File: config.mk
export PLATFORM = sky130hd
export DESIGN_NAME = aux_led_drv
export DESIGN_NICKNAME = d
export VERILOG_FILES = /design/src/rtl/aux_led_pkg.sv /design/src/rtl/aux_led_tick.sv /design/src/rtl/aux_led_timer.sv /design/src/rtl/aux_led_drv.sv
export SDC_FILE = /design/constraint.sdc
export NUM_CORES = 1
export LEC_CHECK = 0
export ABC_AREA = 0
export BUFFER_PORTS_ARGS = -buffer_cell sky130_fd_sc_hd__buf_2
export CAP_MARGIN = 25
export CORE_MARGIN = 8
export CORE_UTILIZATION = 25
export CTS_CLUSTER_SIZE = 12
export DETAILED_ROUTE_END_ITERATION = 8
export PLACE_DENSITY = 0.42
export SLEW_MARGIN = 20
export SYNTH_ARGS = -nofsm -noshare
export SYNTH_HDL_FRONTEND = slang
export SYNTH_SLANG_ARGS = --single-unit
File: constraint.sdc
create_clock -name clk_i -period 2.2 [get_ports clk_i]
set_input_delay 0.33 -clock clk_i [delete_from_list [all_inputs] [get_ports clk_i]]
set_output_delay 0.33 -clock clk_i [all_outputs]
set_load 0.01 [all_outputs]
File: src/rtl/aux_led_pkg.sv
package aux_led_pkg;
  localparam int CUR_W  = 4;
  localparam int TIM_W  = 4;
  localparam int MA_W   = 7;
  localparam int CUR_MAX = 11;
  localparam logic [TIM_W-1:0] TIM_CONT = '1;

  function automatic logic [MA_W-1:0] ma_of(input logic [CUR_W-1:0] code);
    case (code)
      4'd1:    ma_of = 7'd6;
      4'd2:    ma_of = 7'd10;
      4'd3:    ma_of = 7'd15;
      4'd4:    ma_of = 7'd20;
      4'd5:    ma_of = 7'd25;
      4'd6:    ma_of = 7'd33;
      4'd7:    ma_of = 7'd40;
      4'd8:    ma_of = 7'd53;
      4'd9:    ma_of = 7'd67;
      4'd10:   ma_of = 7'd80;
      4'd11:   ma_of = 7'd100;
      default: ma_of = '0;
    endcase
  endfunction

  function automatic logic code_ok(input logic [CUR_W-1:0] code);
    code_ok = (code != '0) && (int'(code) <= CUR_MAX);
  endfunction
endpackage

File: src/rtl/aux_led_tick.sv
module aux_led_tick #(
  parameter int CLK_PER_STEP = 1000
) (
  input  logic clk_i,
  input  logic rst_ni,
  input  logic clear_i,
  input  logic en_i,
  output logic tick_o
);
  localparam int PRE_W = (CLK_PER_STEP > 2) ? $clog2(CLK_PER_STEP) : 1;
  localparam logic [PRE_W-1:0] PRE_MAX = PRE_W'(CLK_PER_STEP - 1);

  logic [PRE_W-1:0] pre_q;

  always_ff @(posedge clk_i or negedge rst_ni) begin
    if (!rst_ni)      pre_q <= '0;
    else if (clear_i) pre_q <= '0;
    else if (en_i)    pre_q <= (pre_q == PRE_MAX) ? '0 : pre_q + 1'b1;
  end

  assign tick_o = en_i && !clear_i && (pre_q == PRE_MAX);


  pre_range_chk: assert property (@(posedge clk_i) disable iff (!rst_ni)
    pre_q <= PRE_MAX);
endmodule

File: src/rtl/aux_led_timer.sv
module aux_led_timer
  import aux_led_pkg::*;
#(
  parameter int CLK_PER_STEP = 1000
) (
  input  logic             clk_i,
  input  logic             rst_ni,
  input  logic             start_i,
  input  logic             run_i,
  input  logic [TIM_W-1:0] ton_i,
  output logic             expire_o
);
  logic             tick;
  logic             count_en;
  logic [TIM_W-1:0] step_q;

  assign count_en = run_i && (ton_i != TIM_CONT);

  aux_led_tick #(.CLK_PER_STEP(CLK_PER_STEP)) u_tick (
    .clk_i   (clk_i),
    .rst_ni  (rst_ni),
    .clear_i (start_i),
    .en_i    (count_en),
    .tick_o  (tick)
  );

  always_ff @(posedge clk_i or negedge rst_ni) begin
    if (!rst_ni)      step_q <= '0;
    else if (start_i) step_q <= '0;
    else if (tick)    step_q <= step_q + 1'b1;
  end

  assign expire_o = tick && (step_q == ton_i);


  step_bound_chk: assert property (@(posedge clk_i) disable iff (!rst_ni)
    count_en |-> step_q <= ton_i);

  cont_hold_chk: assert property (@(posedge clk_i) disable iff (!rst_ni)
    (ton_i == TIM_CONT) |-> !expire_o);
endmodule

File: src/rtl/aux_led_drv.sv
module aux_led_drv
  import aux_led_pkg::*;
#(
  parameter int CLK_PER_STEP = 1000
) (
  input  logic                   clk_i,
  input  logic                   rst_ni,
  input  logic                   wr_en_i,
  input  logic [CUR_W+TIM_W-1:0] wr_data_i,
  input  logic                   idle_i,
  output logic                   led_en_o,
  output logic [CUR_W-1:0]       led_code_o,
  output logic [MA_W-1:0]        led_ma_o
);
  logic [CUR_W-1:0] cur_q;
  logic [TIM_W-1:0] ton_q;
  logic             active_q;
  logic             start;
  logic             expire;
  logic [CUR_W-1:0] wr_cur;

  assign wr_cur = wr_data_i[CUR_W+TIM_W-1:TIM_W];
  assign start  = wr_en_i && idle_i && code_ok(wr_cur);

  always_ff @(posedge clk_i or negedge rst_ni) begin
    if (!rst_ni) begin
      cur_q <= '0;
      ton_q <= '0;
    end else if (wr_en_i) begin
      cur_q <= wr_cur;
      ton_q <= wr_data_i[TIM_W-1:0];
    end
  end

  // leaving Idle cancels; only a fresh valid write lights
  always_ff @(posedge clk_i or negedge rst_ni) begin
    if (!rst_ni)      active_q <= 1'b0;
    else if (!idle_i) active_q <= 1'b0;
    else if (wr_en_i) active_q <= start;
    else if (expire)  active_q <= 1'b0;
  end

  aux_led_timer #(.CLK_PER_STEP(CLK_PER_STEP)) u_timer (
    .clk_i    (clk_i),
    .rst_ni   (rst_ni),
    .start_i  (start),
    .run_i    (active_q && idle_i),
    .ton_i    (ton_q),
    .expire_o (expire)
  );

  assign led_en_o   = active_q && idle_i;
  assign led_code_o = led_en_o ? cur_q : '0;
  assign led_ma_o   = ma_of(led_code_o);


  lit_level_chk: assert property (@(posedge clk_i) disable iff (!rst_ni)
    led_en_o |-> (led_ma_o != '0) && code_ok(led_code_o));

  no_relight_chk: assert property (@(posedge clk_i) disable iff (!rst_ni)
    (led_en_o && !$past(led_en_o)) |-> $past(wr_en_i) && $past(idle_i));

  zero_off_chk: assert property (@(posedge clk_i) disable iff (!rst_ni)
    $past(wr_en_i) && ($past(wr_data_i[7:4]) == 4'd0) |-> !led_en_o);

  bad_code_chk: assert property (@(posedge clk_i) disable iff (!rst_ni)
    $past(wr_en_i) && ($past(wr_data_i[7:4]) > 4'd11) |-> !led_en_o);

  busy_write_chk: assert property (@(posedge clk_i) disable iff (!rst_ni)
    $past(wr_en_i) && !$past(idle_i) |-> !active_q);
endmodule

Word level (Yosys, flattened, before mapping)
Memory sizes are Yosys's and may differ from the RTL's.
Cells that the tools add are included.
{"block": "word_totals", "mem_count": 1, "in_bits": 12, "wordCells": 34, "output_inout_bits": 12, "rom_bits": 112, "reg_bits": 23}
{"block": "op_classes", "add_sub_neg": 2, "eq_ne": 4, "muxes": 9, "n_reduce_logical": 12, "order_cmp": 1}
{"memory": "(name not given)", "depth": 16, "width": 7, "read_ports": 1, "rd_clocked_by_memory_dff": 0, "wr": 0, "line_no": "aux_led_pkg.sv:9", "rtl": "case (code)"}
{"op": "2-to-1 mux 10 bit", "count": 3}
{"op": "2-to-1 mux 4 bit", "count": 3}
{"op": "adder 10 x 1 -> 10 bit (second input constant)", "count": 1}
{"op": "equality test 10 bit (second input constant)", "count": 1}
{"op": "logical AND 1 bit", "count": 8}
{"op": "adder 4 x 1 -> 4 bit (second input constant)", "count": 1}
{"op": "equality test 4 bit", "count": 1}
{"op": "less-or-equal comparator 4 bit (second input constant)", "count": 1}
{"op": "inequality test 4 bit (second input constant)", "count": 1}
{"op": "nonzero test 2 bit", "count": 2}
{"op": "nonzero test 4 bit", "count": 1}
{"op": "2-to-1 mux 1 bit", "count": 3}
{"op": "inequality test 3 x 2 -> 1 bit (second input constant)", "count": 1}
{"op": "logical NOT 1 bit", "count": 1}

Depth between registers and ports, before layout
Gate-level depths: netlist of the first run.
{"block": "logic_depth", "ltp_word": 10, "depth_mapped": 7, "mapped_depth_nobuf": 7}

Hierarchy
From an unflattened synthesis of the first run, not the netlist that was laid out.
{"block": "hier_totals", "hier_cells": 140, "hier_area_um2": 1377.6}
{"module": "aux_led_drv", "area_each_um2": 573.0, "seq_area_each_um2": 225.2, "cells_each": 58, "n_inst": 1}
{"module": "aux_led_tick", "area_each_um2": 573.0, "seq_area_each_um2": 250.2, "cells_each": 59, "n_inst": 1}
{"module": "aux_led_timer", "area_each_um2": 231.5, "seq_area_each_um2": 100.1, "cells_each": 23, "n_inst": 1}

Worst setup path after synthesis of the first run
OpenSTA, ideal clock, no wires.
{"block": "synth_timing", "path_type": "register -> output", "start": "reg active_q", "end": "out led_ma_o[2]", "path_stages_with_launch": 8, "arrival_ns": 1.616, "path_slack_ns": 0.254, "n_path_buf": 0, "required_time_ns": 1.870, "cell_sequence": "dfrtp_1 > nand2_1 > clkinv_1 > nand2_1 > ha_1 > mux2i_1 > or2_2 > a21oi_1"}
{"block": "synth_between", "elab_chain_len": 3}
{"element": "start: declaration", "line_no": "aux_led_drv.sv:17", "rtl": "logic active_q;"}
{"element": "start signal: assignment", "line_no": "aux_led_drv.sv:39", "rtl": "else if (wr_en_i) active_q <= start;"}
{"element": "logical AND 1 bit", "line_no": "aux_led_drv.sv:52", "rtl": "assign led_en_o = active_q && idle_i;"}
{"element": "via led_en_o", "line_no": "aux_led_drv.sv:11", "rtl": "output logic led_en_o,"}
{"element": "2-to-1 mux 4 bit", "line_no": "aux_led_drv.sv:53", "rtl": "assign led_code_o = led_en_o ? cur_q : '0;"}
{"element": "memory (16 x 7 bit)"}
{"element": "end: declaration", "line_no": "aux_led_drv.sv:13", "rtl": "output logic [MA_W-1:0] led_ma_o"}
The timed path passes the listed nets, and every way through them passes these cells.

Final worst setup path of the first run
{"block": "layout_timing", "start": "reg active_q", "end": "out led_ma_o[2]"}
{"block": "layout_between", "elab_chain_len": 3}
{"element": "logical AND 1 bit", "line_no": "aux_led_drv.sv:52"}
{"element": "2-to-1 mux 4 bit", "line_no": "aux_led_drv.sv:53"}
{"element": "memory (16 x 7 bit)"}
No other way between the ends.

==> flow_summary.yaml, run 1 <==
timing:
  worst_pin_slew_ns: 0.525
  hold_violations: 0
  fmax_mhz: 486
  fin_crit_sh_pct: 93.4
  rsz0062_at_grt: "false"
  drv_slew: 0
  period_needed_ns: 2.06
  slew_headroom_pct: 65.0
  setup_viol: 0
  skew_ns: 0.00881
  timing.setup.tns_ns: 0
global_routing:
  grt_pass1_wl_microns: 5910
  grt_pass1_vias: 1231
  antenna_found_initial: 0
  grt_max_degree: 24
  grt_overflow: 0
  track_usage_pct: 8.51
cts:
  cts_buffers: 3
  cts_tree: "yes"
  path_clk_slew_ns: 0.09
  h-tree-depth: 1
  cts_sinks: 23
  clk_latency_ns: 0.27
  clock_path_buffers: 2
  root_buffer: "clkbuf_8"
  holdBufCountCts: 0
setup_path:
  critical_path.max_stage_delay_ns: 0.39
  regToRegEndpoint: "u_timer.step_q[2]"
  worstPathCellList: "nand2_2 > inv_4 > nand2_2 > ha_4 > mux2i_1 > or2_2 > a21oi_1 > buf_2"
  crit_fanout: 6
  cpLargestDelayFamily: "simple AND/OR/NAND/NOR gates"
  crit_type: "reg2out"
  cp_slowest_cell: "dfrtp_1"
  worstPathRequired_ns: 1.87
  critPathCaptureType: "output pin"
  crit_arrival_ns: 1.73
  r2r-start: "u_timer.u_tick.pre_q[0]"
  critPathBufInv: 2
  cp.depth: 8
  r2r_cells: 5
  critPathLaunchType: "flip-flop"
  critPathMostFrequentCell: "nand2_2"
  setup.worst_path.start: "active_q"
  worstSetupEndpoint: "led_ma_o[2]"
  r2r_slack_ns: 0.22
power_and_ir_drop:
  leakagePower_nw: 0.765
  vdd_drop_max_mv: 0.279
  power_w: 0.000871
  power.density_nw_per_um2: 514
hold_path:
  hold_class: "in2async"
routing:
  dr.pass1.iters: 4
  wl_microns: 3330
  drtIter0Drc: 32
  drc: 0
  post_drt_wl_per_cell_microns: 13.4
  drtAntennaViolNets: 0
  vias: 1214
  viasPerCell: 4.88
synth:
  ys_seq_area_share_pct: 39.5
  synth-seq-cells: 23
  synthArstFlopShare_pct: 100
  syn_area_per_cell_sq_um: 9.60
  synth.distinct_cells: 44
  synth_edf_count: 0
  yosys_warnings: 0
  synth_area_sq_um: 1460
  ys.flop_type: "dfrtp_1"
  syn_nets: 169
  syn_inst: 152
layout:
  nets: 192
  antenna_cells: 0
  drive_above_1_share_pct: 28.2
  synthToLayoutAreaGrowth_pct: 16.0
floorplanning:
  start_util_pct: 25.2
  die_height_microns: 92.4
  core_sq_um: 5780
  rows: 28
  dieWidth_microns: 92.4
  dieArea_sq_um: 8540
  ios: 24
placement:
  hpwlAfterDp_microns: 2550
  place_congestion: 0.734
  port_buffers: 23
flow_run:
  drv_cap: 0
status:
  status: "finished clean"
cell usage after synthesis, types with 2 or more instances:
cell       number  area, sq um
o22ai_1         2         12.5
o21ai_0         4         20.0
clkbuf_8        2         27.5
clkbuf_1        3         11.3
a41oi_1         2         17.5
nand3_1        13         65.1
o211ai_1        2         15.0
inv_1           8         30.0
ha_1            5         62.6
a21oi_1         3         15.0
o2111ai_1       4         35.0
nand2_1        17         63.8
a31oi_1         2         12.5
buf_2           2         10.0
o21ai_1         2         10.0
mux2i_1         4         40.0
mux2_2          8         90.1
nor4_1          4         25.0
and2_1          2         12.5
nor2_1          7         26.3
nand4_1         4         25.0
xnor2_1         5         43.8
dfrtp_1        23          576
or4b_1          2         20.0
o31a_1          2         17.5
o31ai_1         2         15.0
worst reg2reg max path, stage by stage, from the launching register on:
cell and delay (ns):
dfrtp_1 0.39, ha_1 0.22, nand4b_1 0.09, or4_1 0.53, or3_4 0.45, o31ai_2 0.21
per-layer routing:
| layer | share of wire, % | vias up | GRT usage [%] | wire length [microns] |
|---|---|---|---|---|
| met5 | 0 | - | 0 | 0 |
| met3 | 2.9 | 2 | 2.35 | 98 |
| li1 | - | 603 | - | - |
| met2 | 49 | 11 | 13.9 | 1630 |
| met1 | 47 | 598 | 10.4 | 1580 |
| met4 | 0.63 | 0 | 3.09 | 21 |
kinds of logic after synthesis:
family | count (synthesis) | share of synthesized area (%)
simple gates | 60 | 22.4
xor+xnor | 6 | 3.60
flops | 23 | 39.5
fa+ha+maj | 5 | 4.29
buf+inv | 18 | 7.72
mux | 12 | 8.92
compound gates | 28 | 13.6
area by class of cell:
| type | count | area (sq um) |
|---|---|---|
| Clock buffer | 3 | 41.3 |
| Clock inverter | 1 | 5.00 |
| Fill cell | 629 | 4090 |
| Inverter | 9 | 36.3 |
| Multi-Input combinational cell | 111 | 796 |
| Sequential cell | 23 | 576 |
| Tap cell | 75 | 93.8 |
| Timing Repair Buffer | 27 | 145 |
placed cells by master, fill, tap and decap left out, types with 3 or more instances in the layout:
cell type,n
a21oi_1,3
buf_2,23
nand3_1,13
o2111ai_1,4
nor4_1,4
xnor2_1,5
buf_4,4
mux2_2,8
ha_1,4
nand2_1,14
inv_1,8
o21ai_0,4
dfrtp_1,23
mux2i_1,4
nand4_1,4
nor2_1,7
clkbuf_8,3
state kept, by name, summed over array words and instances (netlist names):
signal / cells
u_timer.u_tick.pre_q: 10
cur_q: 4
ton_q: 4
u_timer.step_q: 4
active_q: 1
per-stage QoR:
step | area [sq um] | std cells | hold slack [ns] | setup WS, ns | util (%)
global route | 1690 | 249 | 0.0655 | 0.0400 | 29.3
CTS | 1670 | 249 | 0.0555 | 0.0294 | 29.0
global placement | 1620 | 245 | 0.344 | 0.120 | 28.0
floorplan | 1460 | 152 | 0.0344 | 0.254 | -
detailed placement | 1620 | 245 | 0.350 | 0.0696 | 28.0
finish | 1690 | 249 | 0.0290 | 0.144 | 29.3
how the worst min path moves through the flow:
stage,to
after floorplan,active_q
after global placement,u_timer.u_tick.pre_q[6]
after detailed placement,u_timer.u_tick.pre_q[6]
after CTS,u_timer.u_tick.pre_q[6]
after global routing,u_timer.u_tick.pre_q[6]
final,u_timer.u_tick.pre_q[6]
what timing repair did:
| item | CTS | global route |
|---|---|---|
| resized for setup | 4 | 4 |
| endpoints found under the setup margin | 2 | 2 |
| pin swaps | 0 | 0 |
| buffers inserted | 0 | 0 |
report_power, final:
part / switching [W] / leakage, nW / total [W] / internal (W)
Sequential: 0.0000271 / 0.301 / 0.000473 / 0.000446
Combinational: 0.0000722 / 0.439 / 0.000134 / 0.0000615
Clock: 0.000138 / 0.0255 / 0.000264 / 0.000126
Total: 0.000237 / 0.765 / 0.000871 / 0.000634
Power figures use the tool's default switching activity.
==> inputs of run 2 (changes only) <==
- CORE_UTILIZATION: 25 -> 30
- PLACE_DENSITY: 0.42 -> 0.48
==> flow_summary.yaml, run 2 (synthesis results as in run 1) <==
hold_path:
  hold_class: "in2async"
global_routing:
  grt_pass1_vias: 1245
  grt_overflow: 0
  antenna_found_initial: 0
  track_usage_pct: 9.37
  grt_max_degree: 24
  grt_pass1_wl_microns: 5750
cts:
  h-tree-depth: 1
  clk_latency_ns: 0.26
  cts_buffers: 3
  path_clk_slew_ns: 0.08
  clock_path_buffers: 2
  root_buffer: "clkbuf_8"
  cts_sinks: 23
  holdBufCountCts: 0
  cts_tree: "yes"
setup_path:
  r2r-start: "u_timer.u_tick.pre_q[0]"
  r2r_slack_ns: 0.20
  regToRegEndpoint: "u_timer.step_q[2]"
  crit_arrival_ns: 1.72
  setup.worst_path.start: "active_q"
  crit_fanout: 6
  critical_path.max_stage_delay_ns: 0.40
  worstPathCellList: "nand2_2 > inv_4 > nand2_2 > ha_4 > mux2i_1 > or2_2 > a21oi_1 > buf_2"
  critPathCaptureType: "output pin"
  worstPathRequired_ns: 1.87
  worstSetupEndpoint: "led_ma_o[2]"
  cp.depth: 8
  critPathBufInv: 2
  cpLargestDelayFamily: "simple AND/OR/NAND/NOR gates"
  critPathLaunchType: "flip-flop"
  crit_type: "reg2out"
  r2r_cells: 5
  cp_slowest_cell: "dfrtp_1"
  critPathMostFrequentCell: "nand2_2"
floorplanning:
  ios: 24
  dieArea_sq_um: 7350
  start_util_pct: 31.1
  die_height_microns: 85.7
  rows: 25
  core_sq_um: 4690
  dieWidth_microns: 85.7
power_and_ir_drop:
  power.share.combinational_pct: 15.4
  seq_power_share_pct: 54.2
  switchingPower_w: 0.000234
  power.internal_w: 0.000637
  leakagePower_nw: 0.766
  power_w: 0.000871
  vdd_drop_max_mv: 0.223
  swShare_pct: 26.9
  clkPwrFrac_pct: 30.4
  power.density_nw_per_um2: 521
flow_run:
  drv_cap: 0
routing:
  viasPerCell: 5.36
  drc: 0
  dr.pass1.iters: 4
  drtIter0Drc: 127
  post_drt_wl_per_cell_microns: 13.8
  wl_microns: 3170
  drtAntennaViolNets: 0
  vias: 1228
layout:
  synthToLayoutAreaGrowth_pct: 14.7
  drive_above_1_share_pct: 28.0
  nets: 193
  fillers: 507
  antenna_cells: 0
  largest_register_ffs: 10
  layout_common_cells: "dfrtp_1, buf_2, nand2_1, nand3_1"
  regMostFlops: "u_timer.u_tick.pre_q"
timing:
  worst_pin_slew_ns: 0.524
  slew_headroom_pct: 65.1
  skew_ns: 0.00380
  fin_crit_sh_pct: 93.3
  period_needed_ns: 2.05
  rsz0062_at_grt: "false"
  hold_violations: 0
  setup_viol: 0
  fmax_mhz: 487
  fin_ws_ns: 0.147
  drv_slew: 0
  fin_hold_ws_ns: 0.0350
  timing.setup.tns_ns: 0
placement:
  port_buffers: 23
  place_congestion: 0.833
  dp_slack_ns: 0.0453
  hpwlAfterDp_microns: 2430
status:
  status: "finished clean"
run 2: what timing repair did:
action | in CTS | in global routing
setup endpoints to repair | 1 | 2
gates resized for setup | 4 | 4
buffers inserted | 0 | 0
run 2: final cells by class:
class                      count  area, sq um  area share (%)
sequential                    23          576            34.4
clock buffer                   4         45.0            2.69
multi-input combinational    111          796            47.6
inverter                       9         36.3            2.17
timing repair buffer          28          153            9.12
tap                           54         67.6            4.04
run 2: per-stage QoR:
| stage | util, % | cell area, sq um | std cells |
|---|---|---|---|
| after floorplan | - | 1460 | 152 |
| after global placement | 34.1 | 1600 | 225 |
| after detailed placement | 34.1 | 1600 | 225 |
| after CTS | 35.3 | 1650 | 229 |
| after global routing | 35.7 | 1670 | 229 |
| final | 35.7 | 1670 | 229 |
run 2: layer usage:
metal	vias to the layer above	GRT usage [%]	part of all wire [%]
li1	608	-	-
met1	591	11.8	46
met2	25	15.0	48
met3	4	2.39	4.5
met4	0	3.50	1.2
met5	-	0	0
run 2: worst min-delay path by stage:
stage | end | slack (ns) | cells past startpoint
2_1_floorplan | active_q | 0.03 | 0
3_3_place_gp | u_timer.u_tick.pre_q[3] | 0.35 | 1
3_5_place_dp | u_timer.u_tick.pre_q[0] | 0.35 | 1
4_1_cts | u_timer.u_tick.pre_q[7] | 0.05 | 1
5_1_grt | u_timer.u_tick.pre_q[1] | 0.08 | 1
6_report | u_timer.u_tick.pre_q[8] | 0.04 | 1
run 2: power by group through the flow:
stage | combinational (W) | clock, W | sequential, W
4_1_cts | 0.000133 | 0.000277 | 0.000472
5_1_grt | 0.000152 | 0.000291 | 0.000477
2_1_floorplan | 0.0000947 | 0 | 0.000470
6_report | 0.000134 | 0.000265 | 0.000472
3_5_place_dp | 0.000132 | 0 | 0.000480
3_3_place_gp | 0.000128 | 0 | 0.000478
